File: config.mk
export PLATFORM = sky130hd
export DESIGN_NAME = ioseq_core
export DESIGN_NICKNAME = d
export VERILOG_FILES = /design/src/rtl/ioseq_pkg.sv /design/src/rtl/ioseq_decode.sv /design/src/rtl/ioseq_fsm.sv /design/src/rtl/ioseq_regs.sv /design/src/rtl/ioseq_busdrv.sv /design/src/rtl/ioseq_core.sv
export SDC_FILE = /design/constraint.sdc
export NUM_CORES = 1
export LEC_CHECK = 0
export BUFFER_PORTS_ARGS = -buffer_cell sky130_fd_sc_hd__buf_2
export CAP_MARGIN = 20
export CELL_PAD_IN_SITES_DETAIL_PLACEMENT = 1
export CELL_PAD_IN_SITES_GLOBAL_PLACEMENT = 2
export CORE_ASPECT_RATIO = 0.7
export CORE_MARGIN = 2
export CORE_UTILIZATION = 34
export DETAILED_ROUTE_END_ITERATION = 8
export GPL_ROUTABILITY_DRIVEN = 0
export PLACE_DENSITY_LB_ADDON = 0.1
export SYNTH_ARGS = -nofsm -noshare
export SYNTH_HDL_FRONTEND = slang
export SYNTH_SLANG_ARGS = --single-unit
File: constraint.sdc
create_clock -name clk -period 2.3 [get_ports clk]
set_input_delay 0.345 -clock clk [delete_from_list [all_inputs] [get_ports clk]]
set_output_delay 0.345 -clock clk [all_outputs]
set_load 0.005 [all_outputs]
File: src/rtl/ioseq_pkg.sv
package ioseq_pkg;

    // Machine-cycle kinds
    typedef enum logic [2:0] {
        MC_FETCH,
        MC_OPND_LO,
        MC_OPND_HI,
        MC_PORT_WR,
        MC_PORT_RD,
        MC_MEM_WR,
        MC_MEM_RD
    } mcyc_e;

    // T-states within a machine cycle
    typedef enum logic [1:0] {
        TS_1,
        TS_2,
        TS_3,
        TS_4
    } tstate_e;

    // Instruction classes
    typedef enum logic [2:0] {
        K_NONE,
        K_PORT_OUT,
        K_PORT_IN,
        K_STORE,
        K_LOAD
    } kind_e;

    localparam logic [7:0] OPC_PORT_OUT = 8'hD3;
    localparam logic [7:0] OPC_PORT_IN  = 8'hDB;
    localparam logic [7:0] OPC_STORE    = 8'h32;
    localparam logic [7:0] OPC_LOAD     = 8'h3A;

    // Register load controls raised by the sequencer
    typedef struct packed {
        logic       ld_opcode;
        logic [1:0] ld_opnd;    // [0] low operand, [1] high operand
        logic       ld_acc;
        logic       pc_inc;
    } reg_ctl_t;

    function automatic logic cyc_is_write(mcyc_e c);
        return (c == MC_PORT_WR) || (c == MC_MEM_WR);
    endfunction

    function automatic logic cyc_is_port(mcyc_e c);
        return (c == MC_PORT_WR) || (c == MC_PORT_RD);
    endfunction

endpackage

File: src/rtl/ioseq_decode.sv
module ioseq_decode
    import ioseq_pkg::*;
#(
    parameter int unsigned DATA_W = 8
) (
    input  logic [DATA_W-1:0] opcode,
    output kind_e             kind
);

    always_comb begin
        unique case (opcode)
            DATA_W'(OPC_PORT_OUT): kind = K_PORT_OUT;
            DATA_W'(OPC_PORT_IN):  kind = K_PORT_IN;
            DATA_W'(OPC_STORE):    kind = K_STORE;
            DATA_W'(OPC_LOAD):     kind = K_LOAD;
            default:               kind = K_NONE;
        endcase
    end

endmodule

File: src/rtl/ioseq_fsm.sv
module ioseq_fsm
    import ioseq_pkg::*;
(
    input  logic     clk,
    input  logic     rst_n,
    input  kind_e    kind,
    output mcyc_e    mcyc,
    output tstate_e  tst,
    output reg_ctl_t rctl
);

    mcyc_e   nx_mcyc;
    tstate_e nx_tst;

    // Cycle that follows the last T-state of a three-T-state cycle
    function automatic mcyc_e after_short(mcyc_e c, kind_e k);
        mcyc_e r;
        unique case (c)
            MC_OPND_LO: begin
                unique case (k)
                    K_PORT_OUT: r = MC_PORT_WR;
                    K_PORT_IN:  r = MC_PORT_RD;
                    default:    r = MC_OPND_HI;
                endcase
            end
            MC_OPND_HI: r = (k == K_STORE) ? MC_MEM_WR : MC_MEM_RD;
            default:    r = MC_FETCH;
        endcase
        return r;
    endfunction

    // State register
    always_ff @(posedge clk or negedge rst_n) begin
        if (!rst_n) begin
            mcyc <= MC_FETCH;
            tst  <= TS_1;
        end else begin
            mcyc <= nx_mcyc;
            tst  <= nx_tst;
        end
    end

    // Transitions
    always_comb begin
        nx_mcyc = mcyc;
        nx_tst  = tst;
        unique case (tst)
            TS_1: nx_tst = TS_2;
            TS_2: nx_tst = TS_3;
            TS_3: begin
                if (mcyc == MC_FETCH) begin
                    nx_tst = TS_4;
                end else begin
                    nx_tst  = TS_1;
                    nx_mcyc = after_short(mcyc, kind);
                end
            end
            TS_4: begin
                nx_tst  = TS_1;
                nx_mcyc = (kind == K_NONE) ? MC_FETCH : MC_OPND_LO;
            end
        endcase
    end

    // Register load strobes, all taken on the edge that ends T3
    always_comb begin
        rctl = '0;
        if (tst == TS_3) begin
            unique case (mcyc)
                MC_FETCH: begin
                    rctl.ld_opcode = 1'b1;
                    rctl.pc_inc    = 1'b1;
                end
                MC_OPND_LO: begin
                    rctl.ld_opnd[0] = 1'b1;
                    rctl.pc_inc     = 1'b1;
                end
                MC_OPND_HI: begin
                    rctl.ld_opnd[1] = 1'b1;
                    rctl.pc_inc     = 1'b1;
                end
                MC_PORT_RD, MC_MEM_RD: rctl.ld_acc = 1'b1;
                default: rctl = '0;
            endcase
        end
    end

endmodule

File: src/rtl/ioseq_regs.sv
module ioseq_regs
    import ioseq_pkg::*;
#(
    parameter int unsigned DATA_W   = 8,
    parameter int unsigned RESET_PC = 0,
    localparam int unsigned ADDR_W  = 2 * DATA_W,
    localparam int unsigned N_OPND  = 2
) (
    input  logic              clk,
    input  logic              rst_n,
    input  reg_ctl_t          rctl,
    input  logic [DATA_W-1:0] bus_in,
    output logic [ADDR_W-1:0] pc,
    output logic [DATA_W-1:0] opcode,
    output logic [DATA_W-1:0] opnd_lo,
    output logic [DATA_W-1:0] opnd_hi,
    output logic [DATA_W-1:0] acc
);

    logic [N_OPND-1:0][DATA_W-1:0] opnd;

    always_ff @(posedge clk or negedge rst_n) begin
        if (!rst_n) begin
            pc     <= ADDR_W'(RESET_PC);
            opcode <= '0;
            acc    <= '0;
        end else begin
            if (rctl.pc_inc)    pc     <= pc + ADDR_W'(1);
            if (rctl.ld_opcode) opcode <= bus_in;
            if (rctl.ld_acc)    acc    <= bus_in;
        end
    end

    // One capture register per operand byte
    for (genvar i = 0; i < N_OPND; i++) begin : g_opnd
        always_ff @(posedge clk or negedge rst_n) begin
            if (!rst_n)               opnd[i] <= '0;
            else if (rctl.ld_opnd[i]) opnd[i] <= bus_in;
        end
    end

    assign opnd_lo = opnd[0];
    assign opnd_hi = opnd[1];

endmodule

File: src/rtl/ioseq_busdrv.sv
module ioseq_busdrv
    import ioseq_pkg::*;
#(
    parameter int unsigned DATA_W  = 8,
    localparam int unsigned ADDR_W = 2 * DATA_W
) (
    input  mcyc_e             mcyc,
    input  tstate_e           tst,
    input  logic [ADDR_W-1:0] pc,
    input  logic [DATA_W-1:0] opnd_lo,
    input  logic [DATA_W-1:0] opnd_hi,
    input  logic [DATA_W-1:0] acc,
    output logic [DATA_W-1:0] bus_out,
    output logic              bus_oe,
    output logic [DATA_W-1:0] addr_hi,
    output logic              addr_strobe,
    output logic              io_cycle,
    output logic              rd_n,
    output logic              wr_n
);

    logic [ADDR_W-1:0] cyc_addr;
    logic              is_wr;

    // Address used by the current machine cycle
    always_comb begin
        unique case (mcyc)
            MC_FETCH, MC_OPND_LO, MC_OPND_HI: cyc_addr = pc;
            MC_PORT_WR, MC_PORT_RD:           cyc_addr = {opnd_lo, opnd_lo};
            default:                          cyc_addr = {opnd_hi, opnd_lo};
        endcase
    end

    assign is_wr = cyc_is_write(mcyc);

    // Pin outputs
    always_comb begin
        addr_hi     = cyc_addr[ADDR_W-1:DATA_W];
        io_cycle    = cyc_is_port(mcyc);
        addr_strobe = 1'b0;
        rd_n        = 1'b1;
        wr_n        = 1'b1;
        bus_oe      = 1'b0;
        bus_out     = cyc_addr[DATA_W-1:0];
        unique case (tst)
            TS_1: begin
                addr_strobe = 1'b1;
                bus_oe      = 1'b1;
            end
            TS_2, TS_3: begin
                if (is_wr) begin
                    wr_n    = 1'b0;
                    bus_oe  = 1'b1;
                    bus_out = acc;
                end else begin
                    rd_n    = 1'b0;
                end
            end
            TS_4: bus_oe = 1'b0;
        endcase
    end

endmodule

File: src/rtl/ioseq_core.sv
module ioseq_core
    import ioseq_pkg::*;
#(
    parameter int unsigned DATA_W   = 8,
    parameter int unsigned RESET_PC = 0
) (
    input  logic              clk,
    input  logic              rst_n,
    input  logic [DATA_W-1:0] bus_in,
    output logic [DATA_W-1:0] bus_out,
    output logic              bus_oe,
    output logic [DATA_W-1:0] addr_hi,
    output logic              addr_strobe,
    output logic              io_cycle,
    output logic              rd_n,
    output logic              wr_n
);

    localparam int unsigned ADDR_W = 2 * DATA_W;

    kind_e             kind;
    mcyc_e             mcyc;
    tstate_e           tst;
    reg_ctl_t          rctl;
    logic [ADDR_W-1:0] pc;
    logic [DATA_W-1:0] opcode;
    logic [DATA_W-1:0] opnd_lo;
    logic [DATA_W-1:0] opnd_hi;
    logic [DATA_W-1:0] acc;

    ioseq_decode #(.DATA_W(DATA_W)) u_decode (
        .opcode (opcode),
        .kind   (kind)
    );

    ioseq_fsm u_fsm (
        .clk   (clk),
        .rst_n (rst_n),
        .kind  (kind),
        .mcyc  (mcyc),
        .tst   (tst),
        .rctl  (rctl)
    );

    ioseq_regs #(.DATA_W(DATA_W), .RESET_PC(RESET_PC)) u_regs (
        .clk     (clk),
        .rst_n   (rst_n),
        .rctl    (rctl),
        .bus_in  (bus_in),
        .pc      (pc),
        .opcode  (opcode),
        .opnd_lo (opnd_lo),
        .opnd_hi (opnd_hi),
        .acc     (acc)
    );

    ioseq_busdrv #(.DATA_W(DATA_W)) u_busdrv (
        .mcyc        (mcyc),
        .tst         (tst),
        .pc          (pc),
        .opnd_lo     (opnd_lo),
        .opnd_hi     (opnd_hi),
        .acc         (acc),
        .bus_out     (bus_out),
        .bus_oe      (bus_oe),
        .addr_hi     (addr_hi),
        .addr_strobe (addr_strobe),
        .io_cycle    (io_cycle),
        .rd_n        (rd_n),
        .wr_n        (wr_n)
    );

endmodule

==> metrics.txt, run 1 <==
register-to-register setup slack=0.43 ns; proportion of synthesized flip-flops having asynchronous set or reset=100%; antenna diode instance count=0; launch point of the critical path=u_fsm.mcyc[1]; post-synthesis net count=264; worst path bufs/invs=3; maximum count of clock buffers along a single path=2; Ports=31; overall routed net length=7.59 mm; fraction of layout cells with a size suffix above 1=32.1%; final routed DRC violation total=0; Max VDD drop=0.438 mV; pin count of the biggest net entering global routing=52; element type at the critical path start=register; mean instance size in the synthesized netlist=11.2 um^2; CP Data Required Time=1.96 ns; average via count per standard cell=5.20; last element of the critical path=bus_out[4]; share of the core filled with cells in the final layout=41.7%; cells after synthesis=250; post-detailed-placement half-perimeter wirelength=5.55 mm; power density normalized to cell area=1320 nW/um^2; relative slew slack=66.1%; r2r startpoint=u_fsm.mcyc[2]; biggest fanout along the worst timing path=9; count of flip-flops with a built-in enable after synthesis=0; vias after detailed routing=2,033; path type of the worst min-delay path=input pin to register; post-route non-filler standard cell count=391; sequential cell area fraction in the yosys report=47.2%; top_reg_cell synth=sky130_fd_sc_hd__dfrtp_1; CTS Root Cell=sky130_fd_sc_hd__clkbuf_16; number of buffers added by the clock tree synthesis step=5; clock slew seen by the registers of the worst setup and hold paths=0.07 ns; setup violators final=0; FMAX=449 MHz; Final Hold Fails=0; worst-case clock skew=0.00532 ns; final max-slew violation count=0; DRT antenna net count=0; die span in y=80.0 um; slowest stage cell, crit path=sky130_fd_sc_hd__dfrtp_1; Crit path max-delay family=buffers and inverters; floorplan row count=27; Initial Utilization=35.4%; leakage power=1.56 nW; Maximum Capacitance Violations=0; logic depth of the worst register-to-register path=3; total iterations of the first detailed-routing run=4; Final Total Pwr=4.37 mW; cells along the critical path=buf_4, a21oi_4, buf_12, mux2i_1, a21oi_1, buf_2; Filler cells=896; Worst Slack Setup Final=0.0708 ns; cell area after technology mapping=2810 um^2; clock latency on the worst-skew pair=0.30 ns; GRT overflow=0; global-route wire length before repair=12.5 mm; DIE AREA=9020 um^2; number of unique standard cell types used by synthesis=41; final worst path period share=96.9%; core region area=7940 um^2; critical path class=register to primary output; Post-DP Area=3140 um^2; TritonCTS clock tree=built; number of antenna violations at the first check in global routing=0; Area Growth Syn to Fin=17.7%; Resized Gates After CTS=0; Period minus WS final=2.23 ns; FF-to-FF End=u_regs.opnd_lo[5]; sinks on the clock net=53; number of logic stages on the critical path including buffering=6; Critical Path Sink Type=primary output; area of all placed cells without fillers=3310 um^2; Post-Place Worst Slack=0.274 ns; transition time of the tightest slew-check pin=0.507 ns; slowest cell delay on critical path=0.51 ns; Total Nets Final=304; number of H-tree levels=2; result of the run=finished clean; Port Buf Inserts=30; arrival time of data at the critical path endpoint=1.88 ns; Iter 0 DRT Violations=49; number of global-route vias before repair=2,229; yosys warns=0; overall fraction of global-route tracks in use=18.4%; unrepaired setup endpoints after global routing=no; worst hold slack across all endpoints=0.323 ns; register bit count reported by yosys=53; final routed wire length divided by cell count=19.4 um; Placed Instances=382; final sum of negative setup slack=0 ns; horizontal extent of the die=113 um
==> placed cells by master, fill, tap and decap left out, drive strengths merged, types with 2 or more instances in the layout <==
master,count
mux2,32
clkbuf,5
a22oi,8
or3,3
xor2,11
mux2i,9
nor2b,2
nand2b,3
a22o,14
o21ai,5
dfrtp,53
nand2,18
nand3b,9
nand4,2
xnor2,5
nor4,5
nand3,6
a21oi,13
and3,2
buf,43
inv,7
ha,4
nor2,14
nor3,5
==> state kept, by name, indices dropped and copies added, names as in the netlist <==
signal and flops:
u_regs.pc 16, u_fsm.tst 2, u_regs.acc 8, u_regs.opcode 8, u_regs.opnd_hi 8, u_regs.opnd_lo 8
u_fsm.mcyc 3
==> cell usage after synthesis (all sizes together) (6+ instances only) <==
master,number,area share (%)
dfrtp,53,47
mux2i,9,3.2
inv,7,0.94
xor2,11,3.4
nand2,18,2.4
mux2,32,13
nor2,14,2.1
a22o,14,4.4
buf,9,1.6
nand3,6,1.7
a22oi,8,2.1
a21oi,13,2.7
nand3b,9,2.4
==> where the power goes <==
group | switching [mW] | internal, mW | total (mW)
Sequential | 0.404 | 1.30 | 1.71
Combinational | 0.912 | 0.988 | 1.90
Clock | 0.358 | 0.400 | 0.758
==> repair_timing <==
item	CTS	global route
setup endpoints to repair	6	0
hold endpoints to repair	2	0
hold buffers	1	0
buffers inserted	1	0
==> area by class of cell <==
cell class	count	area, um^2	area share [%]
Tap cell	101	126	3.82
Inverter	7	26.3	0.795
Multi-Input combinational cell	179	1400	42.5
Sequential cell	53	1330	40.1
Timing Repair Buffer	44	283	8.55
Clock buffer	5	125	3.78
Clock inverter	2	16.3	0.492
==> worst reg2reg max path, cell delays in order (launching register included) <==
cell and delay (ns):
sky130_fd_sc_hd__dfrtp_1 0.55, sky130_fd_sc_hd__nand2b_1 0.34, sky130_fd_sc_hd__nor2_2 0.47, sky130_fd_sc_hd__mux2_2 0.41
==> layer usage <==
layer | wire length [um] | GRT usage (%)
met1 | 4230 | 27.4
met2 | 3030 | 26.8
met3 | 228 | 3.49
met4 | 102 | 5.85
met5 | 0 | 0
==> kinds of logic after synthesis <==
group | share of synthesized area (%)
AO/OA/AOI/OAI | 11.5
XOR/XNOR | 4.99
AND/OR/NAND/NOR | 15.7
buffers and inverters | 2.81
flip-flops | 47.2
adder cells (fa/ha/maj) | 1.78
multiplexers | 16.0
==> worst min-delay path by stage <==
stage / start / endpoint / slack (ns) / cells after the start
floorplan: rst_n / u_fsm.mcyc[0] / 0.05 / 0
global placement: rst_n / u_regs.acc[4] / 0.16 / 1
detailed placement: rst_n / u_regs.acc[4] / 0.16 / 1
CTS: bus_in[2] / u_regs.opcode[2] / 0.32 / 2
global route: bus_in[2] / u_regs.opnd_hi[2] / 0.35 / 2
finish: bus_in[2] / u_regs.opcode[2] / 0.32 / 2
Power figures use the tool's default switching activity.
==> run 2: changes to the inputs <==
Settings changed: CORE_MARGIN 2 to default.
==> run 2 against run 1 <==
Compared with the run above:
- fmax increased by 2.3%
- combinational power grew 3%
- clock power is 20% higher
- clock-buffer cell count stayed put
==> metrics.txt, run 2 (synthesis results as in run 1) <==
routed wl met2=3.15 mm (was 3.03 mm); Placed Instances=380 (was 382); cells along the critical path=buf_4, nor2b_2, a22o_1, a22oi_1, nand2_1, buf_2 (was buf_4, a21oi_4, buf_12, mux2i_1, a21oi_1, buf_2); count of hold buffers inserted by post-cts repair=0 (was 1); logic depth of the worst register-to-register path=4 (was 3); vias after detailed routing=2,086 (was 2,033); die span in y=78.0 um (was 80.0 um); power density normalized to cell area=1350 nW/um^2 (was 1320 nW/um^2); overall fraction of global-route tracks in use=19.1% (was 18.4%); overall routed net length=7.52 mm (was 7.59 mm); worst-case clock skew=0.00455 ns (was 0.00532 ns); setup violators final=0 (unchanged); average via count per standard cell=5.36 (was 5.20); CTS Root Cell=sky130_fd_sc_hd__clkbuf_16 (unchanged); transition time of the tightest slew-check pin=0.578 ns (was 0.507 ns); number of H-tree levels=2 (unchanged); slowest stage cell, crit path=sky130_fd_sc_hd__dfrtp_1 (unchanged); final routed DRC violation total=0 (unchanged); slowest cell delay on critical path=0.44 ns (was 0.51 ns); number of antenna violations at the first check in global routing=0 (unchanged); Crit path max-delay family=flip-flops (was buffers and inverters); number of logic stages on the critical path including buffering=6 (unchanged); Area Growth Syn to Fin=19.4% (was 17.7%); relative slew slack=61.5% (was 66.1%); leakage power=1.58 nW (was 1.56 nW); top metal layer carrying routed signals=met4 (unchanged); arrival time of data at the critical path endpoint=1.83 ns (was 1.88 ns); core region area=7940 um^2 (unchanged); FF-to-FF End=u_regs.opnd_lo[6] (was u_regs.opnd_lo[5]); GRT overflow=0 (unchanged); TritonCTS clock tree=built (unchanged); global-route wire length before repair=12.6 mm (was 12.5 mm); horizontal extent of the die=111 um (was 113 um); share of the core filled with cells in the final layout=42.2% (was 41.7%); unrepaired setup endpoints after global routing=no (unchanged); number of buffers added by the clock tree synthesis step=5 (unchanged); antenna diode instance count=0 (unchanged); Post-DP Area=3150 um^2 (was 3140 um^2); DIE AREA=8630 um^2 (was 9020 um^2); clock latency on the worst-skew pair=0.30 ns (about the same); final worst path period share=94.7% (was 96.9%); total iterations of the first detailed-routing run=4 (unchanged); pin count of the biggest net entering global routing=32 (was 52); most frequent cells in the layout=sky130_fd_sc_hd__dfrtp_1 (53), sky130_fd_sc_hd__mux2_2 (31), sky130_fd_sc_hd__buf_2 (30) (unchanged); register-to-register setup slack=0.43 ns (about the same); post-detailed-placement half-perimeter wirelength=5.48 mm (was 5.55 mm); fraction of layout cells with a size suffix above 1=32.6% (was 32.1%); post-route non-filler standard cell count=389 (was 391); worst path bufs/invs=2 (was 3); number of global-route vias before repair=2,251 (was 2,229); final routed wire length divided by cell count=19.3 um (was 19.4 um); maximum count of clock buffers along a single path=2 (unchanged); Port Buf Inserts=30 (unchanged); final sum of negative setup slack=0 ns (unchanged); path type of the worst min-delay path=input pin to async pin (was input pin to register); biggest fanout along the worst timing path=13 (was 9); result of the run=finished clean (unchanged); most common cell after layout, fill and taps aside=sky130_fd_sc_hd__dfrtp_1 (unchanged); element type at the critical path start=register (unchanged); sinks on the clock net=53 (unchanged); Max VDD drop=0.569 mV (was 0.438 mV); Ports=31 (unchanged); Critical Path Sink Type=primary output (unchanged); CP Data Required Time=1.96 ns (about the same); FMAX=459 MHz (was 449 MHz); floorplan row count=27 (unchanged); met3 wirelength from detailed routing=258 um (was 228 um); Total Nets Final=301 (was 304); Final Hold Fails=0 (unchanged); Maximum Capacitance Violations=0 (unchanged); critical path class=register to primary output (unchanged); Iter 0 DRT Violations=77 (was 49); routed metal-1 wirelength=4.02 mm (was 4.23 mm); DRT antenna net count=0 (unchanged); r2r startpoint=u_fsm.mcyc[2] (unchanged); largest reg by FF count=u_regs.pc (unchanged); flip-flop count of the largest register, all copies and words added=16 (unchanged); area of all placed cells without fillers=3350 um^2 (was 3310 um^2); clock slew seen by the registers of the worst setup and hold paths=0.07 ns (about the same); Period minus WS final=2.18 ns (was 2.23 ns); Initial Utilization=35.4% (unchanged); final max-slew violation count=0 (unchanged)
==> run 2: changes by cell type in the layout (fill, tap and decap cells not counted) <==
cell                            before  now
sky130_fd_sc_hd__buf_12              2    4
sky130_fd_sc_hd__nor2b_1             2    1
sky130_fd_sc_hd__nor2_4              0    1
sky130_fd_sc_hd__nor2_2              3    2
sky130_fd_sc_hd__nor2b_2             0    1
sky130_fd_sc_hd__inv_8               0    1
sky130_fd_sc_hd__clkinvlp_4          1    0
sky130_fd_sc_hd__nand3_2             1    2
sky130_fd_sc_hd__dlygate4sd3_1       1    0
sky130_fd_sc_hd__nand3_1             4    3
sky130_fd_sc_hd__bufinv_16           0    1
sky130_fd_sc_hd__buf_4              11    7
==> run 2: metal layers <==
| metal | GRT usage (%) | up-vias |
|---|---|---|
| met1 | 28.5 | 1067 |
| met4 | 6.00 | 0 |
| met2 | 28.2 | 36 |
| met3 | 3.32 | 8 |
| li1 | - | 975 |
| met5 | 0 | - |
==> run 2: power breakdown <==
part	switching [mW]	internal, mW	total (mW)
sequential	0.367	1.30	1.67
clock	0.385	0.524	0.910
combinational	0.953	0.997	1.95
==> run 2: worst register-to-register path, stage by stage, from the launching register on <==
cell	delay, ns
sky130_fd_sc_hd__dfrtp_1	0.46
sky130_fd_sc_hd__buf_12	0.20
sky130_fd_sc_hd__nand2b_1	0.25
sky130_fd_sc_hd__nor2_2	0.45
sky130_fd_sc_hd__mux2_2	0.40
==> run 2: area by class of cell <==
type,count,area (um^2)
multi-input cells,179,1420
clock inverters,3,50.0
flip-flops and latches,53,1330
fillers,875,4590
well taps,101,126
inverters,7,26.3
clock buffers,5,125
repair buffers,41,283
==> run 2: stage by stage <==
step	hold WS (ns)	power [mW]	setup slack, ns
6_report	0.0341	4.53	0.122
4_1_cts	0.0499	4.51	0.0319
3_3_place_gp	0.379	3.53	0.303
2_1_floorplan	0.0494	2.86	0.668
3_5_place_dp	0.380	3.57	0.281
5_1_grt	0.0665	4.84	0.0164
==> run 2: worst max-delay path by stage <==
| stage | from | to | slack [ns] |
|---|---|---|---|
| global route | u_fsm.mcyc[1] | addr_hi[5] | 0.02 |
| CTS | u_fsm.mcyc[1] | bus_out[0] | 0.03 |
| detailed placement | u_fsm.mcyc[1] | addr_hi[4] | 0.28 |
| global placement | u_fsm.mcyc[1] | addr_hi[4] | 0.30 |
| floorplan | u_fsm.tst[1] | bus_out[0] | 0.67 |
| finish | u_fsm.mcyc[1] | addr_hi[1] | 0.12 |
==> run 2: timing repair <==
action / CTS / global route
endpoints found under the hold margin: 0 / 0
resized for setup: 1 / 2
buffers inserted: 0 / 1
setup endpoints to repair: 7 / 10
pin swaps: 0 / 1
